**src/rtl/rts_pkg.sv**
```systemverilog
package rts_pkg;
  typedef enum logic [2:0] {
    ST_IDLE,
    ST_WRITE,
    ST_WAIT,
    ST_RD_REQ,
    ST_RD_CMP,
    ST_REPORT,
    ST_NEXT
  } seq_state_e;
endpackage

```
**src/rtl/rts_addr_walk.sv**
```systemverilog
module rts_addr_walk #(
  parameter int ROWS = 1024,
  parameter int COLS = 128,
  localparam int ROW_W = (ROWS > 1) ? $clog2(ROWS) : 1,
  localparam int COL_W = (COLS > 1) ? $clog2(COLS) : 1
) (
  input  logic             clk,
  input  logic             rst_n,
  input  logic             clr,
  input  logic             adv,
  output logic [ROW_W-1:0] row,
  output logic [COL_W-1:0] col,
  output logic             last
);
  localparam logic [ROW_W-1:0] ROW_MAX = ROW_W'(ROWS - 1);
  localparam logic [COL_W-1:0] COL_MAX = COL_W'(COLS - 1);

  assign last = (row == ROW_MAX) && (col == COL_MAX);

  always_ff @(posedge clk or negedge rst_n) begin
    if (!rst_n) begin
      row <= '0;
      col <= '0;
    end else if (clr) begin
      row <= '0;
      col <= '0;
    end else if (adv) begin
      if (col == COL_MAX) begin
        col <= '0;
        row <= row + 1'b1;
      end else begin
        col <= col + 1'b1;
      end
    end
  end
endmodule

```
**src/rtl/rts_wait_timer.sv**
```systemverilog
module rts_wait_timer #(
  parameter int WAIT_W = 32
) (
  input  logic              clk,
  input  logic              rst_n,
  input  logic              load,
  input  logic [WAIT_W-1:0] load_val,
  output logic              expired
);
  logic [WAIT_W-1:0] remain;

  assign expired = (remain == '0);

  always_ff @(posedge clk or negedge rst_n) begin
    if (!rst_n)          remain <= '0;
    else if (load)       remain <= load_val;
    else if (!expired)   remain <= remain - 1'b1;
  end
endmodule

```
**src/rtl/rts_pass_ctr.sv**
```systemverilog
module rts_pass_ctr #(
  parameter int STEPS  = 37,
  parameter int ROUNDS = 16,
  localparam int STEP_W = (STEPS > 1) ? $clog2(STEPS) : 1,
  localparam int RND_W  = (ROUNDS > 1) ? $clog2(ROUNDS) : 1
) (
  input  logic              clk,
  input  logic              rst_n,
  input  logic              clr,
  input  logic              adv,
  output logic              inv,
  output logic [STEP_W-1:0] step,
  output logic [RND_W-1:0]  rnd,
  output logic              last
);
  localparam logic [STEP_W-1:0] STEP_MAX = STEP_W'(STEPS - 1);
  localparam logic [RND_W-1:0]  RND_MAX  = RND_W'(ROUNDS - 1);

  assign last = inv && (step == STEP_MAX) && (rnd == RND_MAX);

  always_ff @(posedge clk or negedge rst_n) begin
    if (!rst_n) begin
      inv  <= 1'b0;
      step <= '0;
      rnd  <= '0;
    end else if (clr) begin
      inv  <= 1'b0;
      step <= '0;
      rnd  <= '0;
    end else if (adv) begin
      inv <= ~inv;
      if (inv) begin
        if (step == STEP_MAX) begin
          step <= '0;
          rnd  <= rnd + 1'b1;
        end else begin
          step <= step + 1'b1;
        end
      end
    end
  end
endmodule

```
**src/rtl/retention_sequencer.sv**
```systemverilog
module retention_sequencer
  import rts_pkg::*;
#(
  parameter int ROWS   = 1024,
  parameter int COLS   = 128,
  parameter int DATA_W = 64,
  parameter int STEPS  = 37,
  parameter int ROUNDS = 16,
  parameter int WAIT_W = 32,
  parameter int ERR_W  = 32,
  localparam int ROW_W  = (ROWS > 1) ? $clog2(ROWS) : 1,
  localparam int COL_W  = (COLS > 1) ? $clog2(COLS) : 1,
  localparam int STEP_W = (STEPS > 1) ? $clog2(STEPS) : 1,
  localparam int RND_W  = (ROUNDS > 1) ? $clog2(ROUNDS) : 1
) (
  input  logic              clk,
  input  logic              rst_n,
  input  logic              start,
  input  logic [WAIT_W-1:0] base_wait,
  input  logic [WAIT_W-1:0] step_wait,
  output logic              refresh_en,
  output logic              cmd_valid,
  input  logic              cmd_ready,
  output logic              cmd_write,
  output logic [ROW_W-1:0]  cmd_row,
  output logic [COL_W-1:0]  cmd_col,
  output logic [DATA_W-1:0] cmd_wdata,
  input  logic              rd_valid,
  input  logic [DATA_W-1:0] rd_data,
  output logic [ROW_W-1:0]  pat_row,
  output logic [COL_W-1:0]  pat_col,
  output logic [RND_W-1:0]  pat_round,
  input  logic [DATA_W-1:0] pat_data,
  output logic              fail_valid,
  input  logic              fail_ready,
  output logic [ROW_W-1:0]  fail_row,
  output logic [COL_W-1:0]  fail_col,
  output logic [DATA_W-1:0] fail_mask,
  output logic [STEP_W-1:0] fail_step,
  output logic              fail_inv,
  output logic              done,
  output logic [ERR_W-1:0]  err_bits
);
  localparam int CNT_W = $clog2(DATA_W + 1);

  // Hold length in cycles for a given step index.
  function automatic logic [WAIT_W-1:0] hold_cycles(
    input logic [WAIT_W-1:0] base, input logic [WAIT_W-1:0] incr,
    input logic [STEP_W-1:0] idx);
    return base + incr * WAIT_W'(idx);
  endfunction

  // Number of set bits in a mismatch mask.
  function automatic logic [CNT_W-1:0] ones(input logic [DATA_W-1:0] v);
    logic [CNT_W-1:0] n;
    n = '0;
    for (int i = 0; i < DATA_W; i++) n = n + CNT_W'(v[i]);
    return n;
  endfunction

  seq_state_e st, st_nx;

  logic [ROW_W-1:0]  row;
  logic [COL_W-1:0]  col;
  logic              cell_last, walk_clr, walk_adv;
  logic              inv, pass_last, pass_clr, pass_adv;
  logic [STEP_W-1:0] step;
  logic [RND_W-1:0]  rnd;
  logic              timer_load, timer_exp;
  logic [DATA_W-1:0] expect_w, mism, mask_q;

  // Named internal events, observed by the bound checker.
  logic evt_last_write, evt_wait_expired, evt_cmp, evt_cell_done;

  rts_addr_walk #(.ROWS(ROWS), .COLS(COLS)) u_walk (
    .clk(clk), .rst_n(rst_n), .clr(walk_clr), .adv(walk_adv),
    .row(row), .col(col), .last(cell_last));

  rts_pass_ctr #(.STEPS(STEPS), .ROUNDS(ROUNDS)) u_pass (
    .clk(clk), .rst_n(rst_n), .clr(pass_clr), .adv(pass_adv),
    .inv(inv), .step(step), .rnd(rnd), .last(pass_last));

  rts_wait_timer #(.WAIT_W(WAIT_W)) u_timer (
    .clk(clk), .rst_n(rst_n), .load(timer_load),
    .load_val(hold_cycles(base_wait, step_wait, step)), .expired(timer_exp));

  assign expect_w = pat_data ^ {DATA_W{inv}};
  assign mism     = rd_data ^ expect_w;

  assign evt_last_write   = (st == ST_WRITE) && cmd_ready && cell_last;
  assign evt_wait_expired = (st == ST_WAIT) && timer_exp;
  assign evt_cmp          = (st == ST_RD_CMP) && rd_valid;
  assign evt_cell_done    = (evt_cmp && (mism == '0)) ||
                            ((st == ST_REPORT) && fail_ready);

  always_comb begin
    st_nx      = st;
    walk_clr   = 1'b0;
    walk_adv   = 1'b0;
    pass_clr   = 1'b0;
    pass_adv   = 1'b0;
    timer_load = 1'b0;
    case (st)
      ST_IDLE: if (start) begin
        st_nx    = ST_WRITE;
        walk_clr = 1'b1;
        pass_clr = 1'b1;
      end
      ST_WRITE: if (cmd_ready) begin
        if (cell_last) begin
          st_nx      = ST_WAIT;
          walk_clr   = 1'b1;
          timer_load = 1'b1;
        end else begin
          walk_adv = 1'b1;
        end
      end
      ST_WAIT:   if (timer_exp) st_nx = ST_RD_REQ;
      ST_RD_REQ: if (cmd_ready) st_nx = ST_RD_CMP;
      ST_RD_CMP, ST_REPORT: begin
        if (evt_cmp && (mism != '0)) begin
          st_nx = ST_REPORT;
        end else if (evt_cell_done) begin
          if (cell_last) begin
            st_nx = ST_NEXT;
          end else begin
            st_nx    = ST_RD_REQ;
            walk_adv = 1'b1;
          end
        end
      end
      ST_NEXT: begin
        walk_clr = 1'b1;
        if (pass_last) begin
          st_nx = ST_IDLE;
        end else begin
          st_nx    = ST_WRITE;
          pass_adv = 1'b1;
        end
      end
      default: st_nx = ST_IDLE;
    endcase
  end

  always_ff @(posedge clk or negedge rst_n) begin
    if (!rst_n) begin
      st       <= ST_IDLE;
      mask_q   <= '0;
      err_bits <= '0;
      done     <= 1'b0;
    end else begin
      st   <= st_nx;
      done <= (st == ST_NEXT) && pass_last;
      if (evt_cmp) mask_q <= mism;
      if ((st == ST_IDLE) && start) err_bits <= '0;
      else if (evt_cmp)             err_bits <= err_bits + ERR_W'(ones(mism));
    end
  end

  assign refresh_en = !((st == ST_WAIT) || (st == ST_RD_REQ) ||
                        (st == ST_RD_CMP) || (st == ST_REPORT));
  assign cmd_valid  = (st == ST_WRITE) || (st == ST_RD_REQ);
  assign cmd_write  = (st == ST_WRITE);
  assign cmd_row    = row;
  assign cmd_col    = col;
  assign cmd_wdata  = expect_w;
  assign pat_row    = row;
  assign pat_col    = col;
  assign pat_round  = rnd;
  assign fail_valid = (st == ST_REPORT);
  assign fail_row   = row;
  assign fail_col   = col;
  assign fail_mask  = mask_q;
  assign fail_step  = step;
  assign fail_inv   = inv;
endmodule

```
**config.mk**
```make
export PLATFORM = sky130hd
export DESIGN_NAME = retention_sequencer
export DESIGN_NICKNAME = d
export VERILOG_FILES = /design/src/rtl/rts_pkg.sv /design/src/rtl/rts_addr_walk.sv /design/src/rtl/rts_wait_timer.sv /design/src/rtl/rts_pass_ctr.sv /design/src/rtl/retention_sequencer.sv
export SDC_FILE = /design/constraint.sdc
export NUM_CORES = 1
export LEC_CHECK = 0
export ABC_AREA = 0
export BUFFER_PORTS_ARGS = -buffer_cell sky130_fd_sc_hd__buf_2
export CAP_MARGIN = 25
export CORE_ASPECT_RATIO = 1.25
export CORE_MARGIN = 3
export CORE_UTILIZATION = 50
export DETAILED_ROUTE_END_ITERATION = 8
export HOLD_SLACK_MARGIN = 0.06
export PLACE_DENSITY_LB_ADDON = 0.1
export SYNTH_ARGS = -nofsm -noshare
export SYNTH_HDL_FRONTEND = slang
export SYNTH_SLANG_ARGS = --single-unit
```
**constraint.sdc**
```tcl
create_clock -name clk -period 8.5 [get_ports clk]
set_clock_uncertainty 0.05 [all_clocks]
set_input_delay 0 -clock clk [delete_from_list [all_inputs] [get_ports clk]]
set_output_delay 0 -clock clk [all_outputs]
set_load 0.1 [all_outputs]
```
======== Word level (Yosys, flattened, before mapping) ========
Cells that the tools add are included.
cells by class
  add/sub/neg operators ................... 70
  multiply operators ...................... 1
  eq/ne operators ......................... 17
  mux-type cells .......................... 43
  bitwise gates (word level) .............. 3
  reductions and logical operators ........ 30
operators with widths
  cell                     count
  $add A7 B1 Y7            57
  $mux W32                 4
  $xor A64 B64 Y64         2
  $logic_not A64 Y1        1
  $reduce_bool A64 Y1      1
  $add A32 B32 Y32         1
  $add A32 B7 Y32          1
  $logic_not A32 Y1        1
  $mul A32 B6 Y32          1
  $sub A32 B1 Y32 const B  1
  $mux W10                 3
  $mux W3                  8
  $mux W6                  4
  $mux W7                  3
  $pmux W3 S6              1
  $mux W4                  4
  $mux W1                  14
  $reduce_bool A2 Y1       6
  $add A10 B1 Y10 const B  1
  $eq A10 B10 Y1 const B   1
  $ne A2 B2 Y1 const B     5
  $eq A3 B3 Y1 const B     3
  $logic_and A1 B1 Y1      9
  $add A6 B1 Y7            1
  other kinds (25)         31
storage, ports and cells
  flip-flop bits (word level) ............. 160
  input bits .............................. 198
  output and inout port bits .............. 227
  word-level logic and storage cells ...... 174

======== Depth between registers and ports, before layout ========
  depth after elaboration ................. 68
  depth in mapped cells ................... 32
  gate-level depth less buffers ........... 26

======== Modules after synthesis ========
From an unflattened synthesis, not the netlist that was laid out.
second synthesis, totals
  cell total of the unflattened synthesis .. 1955
  area, all modules ....................... 17489.3 um2
modules (own cells, without submodules)
  module               times used  cells each  area each (um2)  seq. area each (um2)
  retention_sequencer  1           1590        14046.0          2502.4
  rts_wait_timer       1           202         1833.0           800.8
  rts_addr_walk        1           90          932.1            425.4
  rts_pass_ctr         1           73          678.2            275.3

======== Worst setup path before layout ========
Ideal clock, no wire load.
  kind .................................... reg2reg
  from .................................... register u_pass.inv
  to ...................................... register err_bits[18]
  library setup time ...................... 132 ps
  data arrival time ....................... 10533 ps
  data required time ...................... 8318 ps
  setup slack ............................. -2215 ps
  cell stages (with the launch flop) ...... 31
  path buffers ............................ 6
  period minus slack after synthesis ...... 10715 ps
  cell sequence ........................... dfrtp_1 > buf_2 > buf_2 > clkbuf_1 > clkbuf_1 > buf_2 > xor2_1 > xor2_1 > fa_1 > inv_1 > fa_1 > inv_1 > fa_1 > fa_1 > fa_1 > fa_1 > fa_1 > fa_1 > fa_1 > inv_1 > fa_1 > nor2b_1 > o21ai_0 > a21oi_1 > o21ai_0 > a21boi_0 > o21ai_0 > clkbuf_1 > a211oi_1 > xnor2_1 > nor2_1
on the way
  elaborated cells between the ends (all ways) .. 68
  those cells by class .................... add/sub (64); mux (2); bitwise (2)
RTL lines
  what                         line                        RTL
  from (decl)                  rts_pass_ctr.sv:11          output logic inv,
  from (signal assigned)       rts_pass_ctr.sv:31          inv <= ~inv;
  $xor A64 B64 Y64             retention_sequencer.sv:87   assign expect_w = pat_data ^ {DATA_W{inv}};
  named net cmd_wdata[20]      retention_sequencer.sv:27   output logic [DATA_W-1:0] cmd_wdata,
  $xor A64 B64 Y64             retention_sequencer.sv:88   assign mism = rd_data ^ expect_w;
  named net mism[20]           retention_sequencer.sv:70   logic [DATA_W-1:0] expect_w, mism, mask_q;
  $add A7 B1 Y7 (44 in a row)  retention_sequencer.sv:57   for (int i = 0; i < DATA_W; i++) n = n + CNT_W'(v[i]);
  $add A32 B7 Y32              retention_sequencer.sv:156  else if (evt_cmp) err_bits <= err_bits + ERR_W'(ones(mism));
  $mux W32                     retention_sequencer.sv:156
  $mux W32                     retention_sequencer.sv:155  if ((st == ST_IDLE) && start) err_bits <= '0;
  to (signal assigned)         retention_sequencer.sv:156
  to (decl)                    retention_sequencer.sv:42   output logic [ERR_W-1:0] err_bits
The timed path passes the listed nets, and every way through them passes these cells. The select of a mux whose other input is x is not followed.
A chain may end at the register's enable or synchronous reset.

======== Final worst setup path ========
  from .................................... register u_pass.inv
  to ...................................... register err_bits[24]
on the way
  cells in the longest elaborated chain, start to end .. 68
RTL lines
  what                         line
  $xor A64 B64 Y64 *           retention_sequencer.sv:87
  $xor A64 B64 Y64 *           retention_sequencer.sv:88
  $add A1 B1 Y2                retention_sequencer.sv:57
  $add A2 B1 Y3                retention_sequencer.sv:57
  $add A3 B1 Y4                retention_sequencer.sv:57
  $add A4 B1 Y5                retention_sequencer.sv:57
  $add A5 B1 Y6                retention_sequencer.sv:57
  $add A6 B1 Y7                retention_sequencer.sv:57
  $add A7 B1 Y7 (56 in a row)  retention_sequencer.sv:57
  $add A7 B1 Y7 *              retention_sequencer.sv:57
  $add A32 B7 Y32 *            retention_sequencer.sv:156
  $mux W32 *                   retention_sequencer.sv:156
  $mux W32 *                   retention_sequencer.sv:155
Every way passes the cells marked *; elsewhere a longest branch is shown, timed or not. The select of a mux whose other input is x is not followed.

==> results.toml <==
[outcome]
status = "finished, final reports clean"

[timing]
tns_ns = 0
hold_violations = 0
maxSlewViolCount = 0
worstMarginPinSlew_ns = 0.8775
fmax_ghz = 0.1227
maxSlewHeadroom = 0.4118
fin_crit_ns = 8.148
setup_viol = 0
finalCritPeriodShare = 0.9585

[synth]
synth_top_family_by_area = "adder cells"
async_flop_share = 1.000
synthXorXnorAreaFrac = 0.1455
ys_seq_area_frac = 0.2340
synth_nets = 2355
syn_area_mm2 = 0.01711
synth_cell_types = 71
syn_inst = 1892
synthAdderAreaFrac = 0.2784
synthSimpleGateAreaFrac = 0.1686
ys_ff_latch = 160
synth-edff-count = 0
yosysWarningCount = 0
synthMuxAreaShare = 0.007165
synthFlopType = "dfrtp_1"
synth_compound_area_frac = 0.09519
avgSynthCellArea_um2 = 9.045

[setup_path]
crit_buf_inv = 7
crit_arrival_ns = 8.42
critical_path_class = "register to register"
endpoint_kind = "register"
r2r_start = "u_pass.inv"
rrSetupSlack_ns = 0.35
crit_family = "adder cells"
crit_top_cell = "fa_1"
slowest_delay_ns = 0.60
startpoint = "u_pass.inv"
critPathSlowestCell = "fa_1"
worst_ep_required_time_ns = 8.77
reg2reg_depth = 28
endpoint = "err_bits[24]"
reg2reg_to = "err_bits[24]"
path_max_fanout = 11
crit_cells = 28
crit_path_start_kind = "register"

[clock_tree]
cts_buffers = 17
htreeDepth = 4
worst_skew_pair.late_latency_ns = 0.45
clock_path_buffers = 2
cts_tree = "yes"
clk_pin_slew_worst_paths_ns = 0.07
clkSinkCount = 160
cts_root_buf = "clkbuf_16"

[floorplanning]
die_area_mm2 = 0.03650
initial_core_util = 0.5080
boundaryPins = 425
num_rows = 75
core_area_mm2 = 0.03369
die_h_um = 212.8
die_w_um = 171.5

[placed_design]
dp_hpwl_um = 45880
port_buffers = 424
globalplace.congestion = 0.9149

[finish]
area_delta_synth_final_pct = 28.04
regArea_mm2 = 0.004008
layout.nets = 2823
multiInputGateArea_mm2 = 0.01269
drive_gt1_frac = 0.2410
fillerInstances = 2862

[detailed_routing]
first_pass_iters = 5
wirelength_um = 57230
vias = 15410
drt.antenna.violating_nets = 0
post_drt_wl_per_cell_um = 20.41
first_iter_violations = 912
viasPerCell = 5.497
drc_errors = 0

[pwr]
leakage_nw = 11.14
finalPower_mw = 8.054
ir_drop_mv = 1.115
powerDensity_mw_per_mm2 = 367.5

[grt]
grt.total_usage = 0.3127
globalRoute.totalOverflow = 0
grt_pass1_vias = 15940
antenna_found_initial = 12
grt_max_degree = 89
grt_pass1_wl_um = 87940

[run]
cap_violations = 0

[hold_path]
hold_path.class = "input port to register"
-- final cells by class --
cell class / instances / area share
timing repair buffer: 556 / 0.1571
inverter: 177 / 0.03032
clock inverter: 13 / 0.005424
tap: 423 / 0.02415
sequential: 160 / 0.1829
clock buffer: 19 / 0.02021
antenna: 8 / 0.0009136
multi-input combinational: 1448 / 0.5790
-- where the power goes --
group / total [mW] / internal, mW / switching, mW
Sequential: 0.761 / 0.761 / 0
Combinational: 6.53 / 2.79 / 3.74
Clock: 0.762 / 0.394 / 0.368
Total: 8.05 / 3.95 / 4.11
-- cell usage in the layout, fill, tap and decap left out, drive strengths merged, types with 10 or more instances in the layout --
cell type	instances
clkbuf	19
nor4	19
nor3	26
o21ai	81
and3	11
fa	193
buf	453
nand3	32
dfrtp	160
a21oi	61
nor2b	10
inv	184
xnor2	96
nor2	86
and2	26
nand4	19
or3	20
mux2i	10
dlygate4sd3	103
ha	72
xor2	178
o2bb2ai	10
nand2	359
a21o	23
o22ai	24
-- worst reg2reg max path, delay by kind of cell (launching register included) --
family | cells | cell delay, ns
AO/OA/AOI/OAI | 6 | 1.08
XOR/XNOR | 3 | 0.54
AND/OR/NAND/NOR | 2 | 0.21
flip-flops | 1 | 0.52
buffers and inverters | 7 | 0.88
adder cells (fa/ha/maj) | 10 | 4.74
-- metrics by stage --
step | std cells | hold slack (ns) | setup WS [ns] | util | area, um2
2_1_floorplan | 1892 | -0.3456 | 0.01214 | - | 17970
3_3_place_gp | 2654 | -0.03757 | 0.5083 | 0.5985 | 20160
3_5_place_dp | 2654 | -0.04122 | 0.3444 | 0.5985 | 20160
4_1_cts | 2790 | 0.06161 | 0.08865 | 0.6466 | 21780
5_1_grt | 2802 | 0.05922 | -0.04215 | 0.6503 | 21910
6_report | 2804 | 0.04795 | 0.3524 | 0.6505 | 21910
-- state kept, by name (all words and copies together), names as in the netlist --
signal / cells
done: 1
err_bits: 32
fail_mask: 64
st: 3
u_pass.inv: 1
u_pass.rnd: 4
u_pass.step: 6
u_timer.remain: 32
u_walk.col: 7
u_walk.row: 10
-- layer usage --
metal  share of wire  up-vias  global-route usage
li1                -     7029                   -
met1            0.37     7655              0.3644
met2            0.53      586              0.5557
met3           0.061      135             0.06167
met4           0.042        8              0.1408
met5         0.00080        -                   0
-- what timing repair did --
action,in CTS,in global routing
hold buffers,104,0
buffers inserted,0,6
resized for setup,0,8
endpoints found under the hold margin,133,0
setup endpoints to repair,0,7
-- logic make-up after synthesis --
family,Yosys count
buf+inv,284
compound gates,260
simple gates,633
xor+xnor,278
flops,160
mux,12
fa+ha+maj,265
-- synthesized netlist by cell type (all sizes together) (4+ instances only) --
library cell / instances / area share
o22ai: 24 / 0.0088
and2: 26 / 0.0095
nand3: 32 / 0.0094
xnor2: 96 / 0.049
and3: 11 / 0.0040
or2: 5 / 0.0018
a21oi: 61 / 0.018
a21o: 23 / 0.010
a31oi: 8 / 0.0029
nand2: 359 / 0.079
a211oi: 8 / 0.0035
nor4: 19 / 0.0089
or3: 20 / 0.0076
nor3: 26 / 0.0082
o2bb2ai: 10 / 0.0051
or4: 7 / 0.0033
a21boi: 6 / 0.0026
xor2: 178 / 0.091
nand2b: 4 / 0.0015
dfrtp: 160 / 0.23
o31ai: 8 / 0.0038
nor2: 86 / 0.019
fa: 193 / 0.23
mux2i: 10 / 0.0058
inv: 176 / 0.039
ha: 72 / 0.053
o21ai: 81 / 0.024
a311o: 4 / 0.0023
nor2b: 10 / 0.0037
and4: 5 / 0.0026
nand4: 19 / 0.0069
clkbuf: 55 / 0.012
xnor3: 4 / 0.0053
buf: 52 / 0.020
-- how the worst min path moves through the flow --
stage / cells after the start / startpoint / end
final: 4 / pat_data[14] / fail_mask[14]
after global routing: 4 / pat_data[14] / fail_mask[14]
after CTS: 5 / pat_data[54] / fail_mask[54]
after detailed placement: 1 / rst_n / fail_mask[37]
after global placement: 1 / rst_n / fail_mask[31]
after floorplan: 0 / rst_n / done
Power figures use the tool's default switching activity.
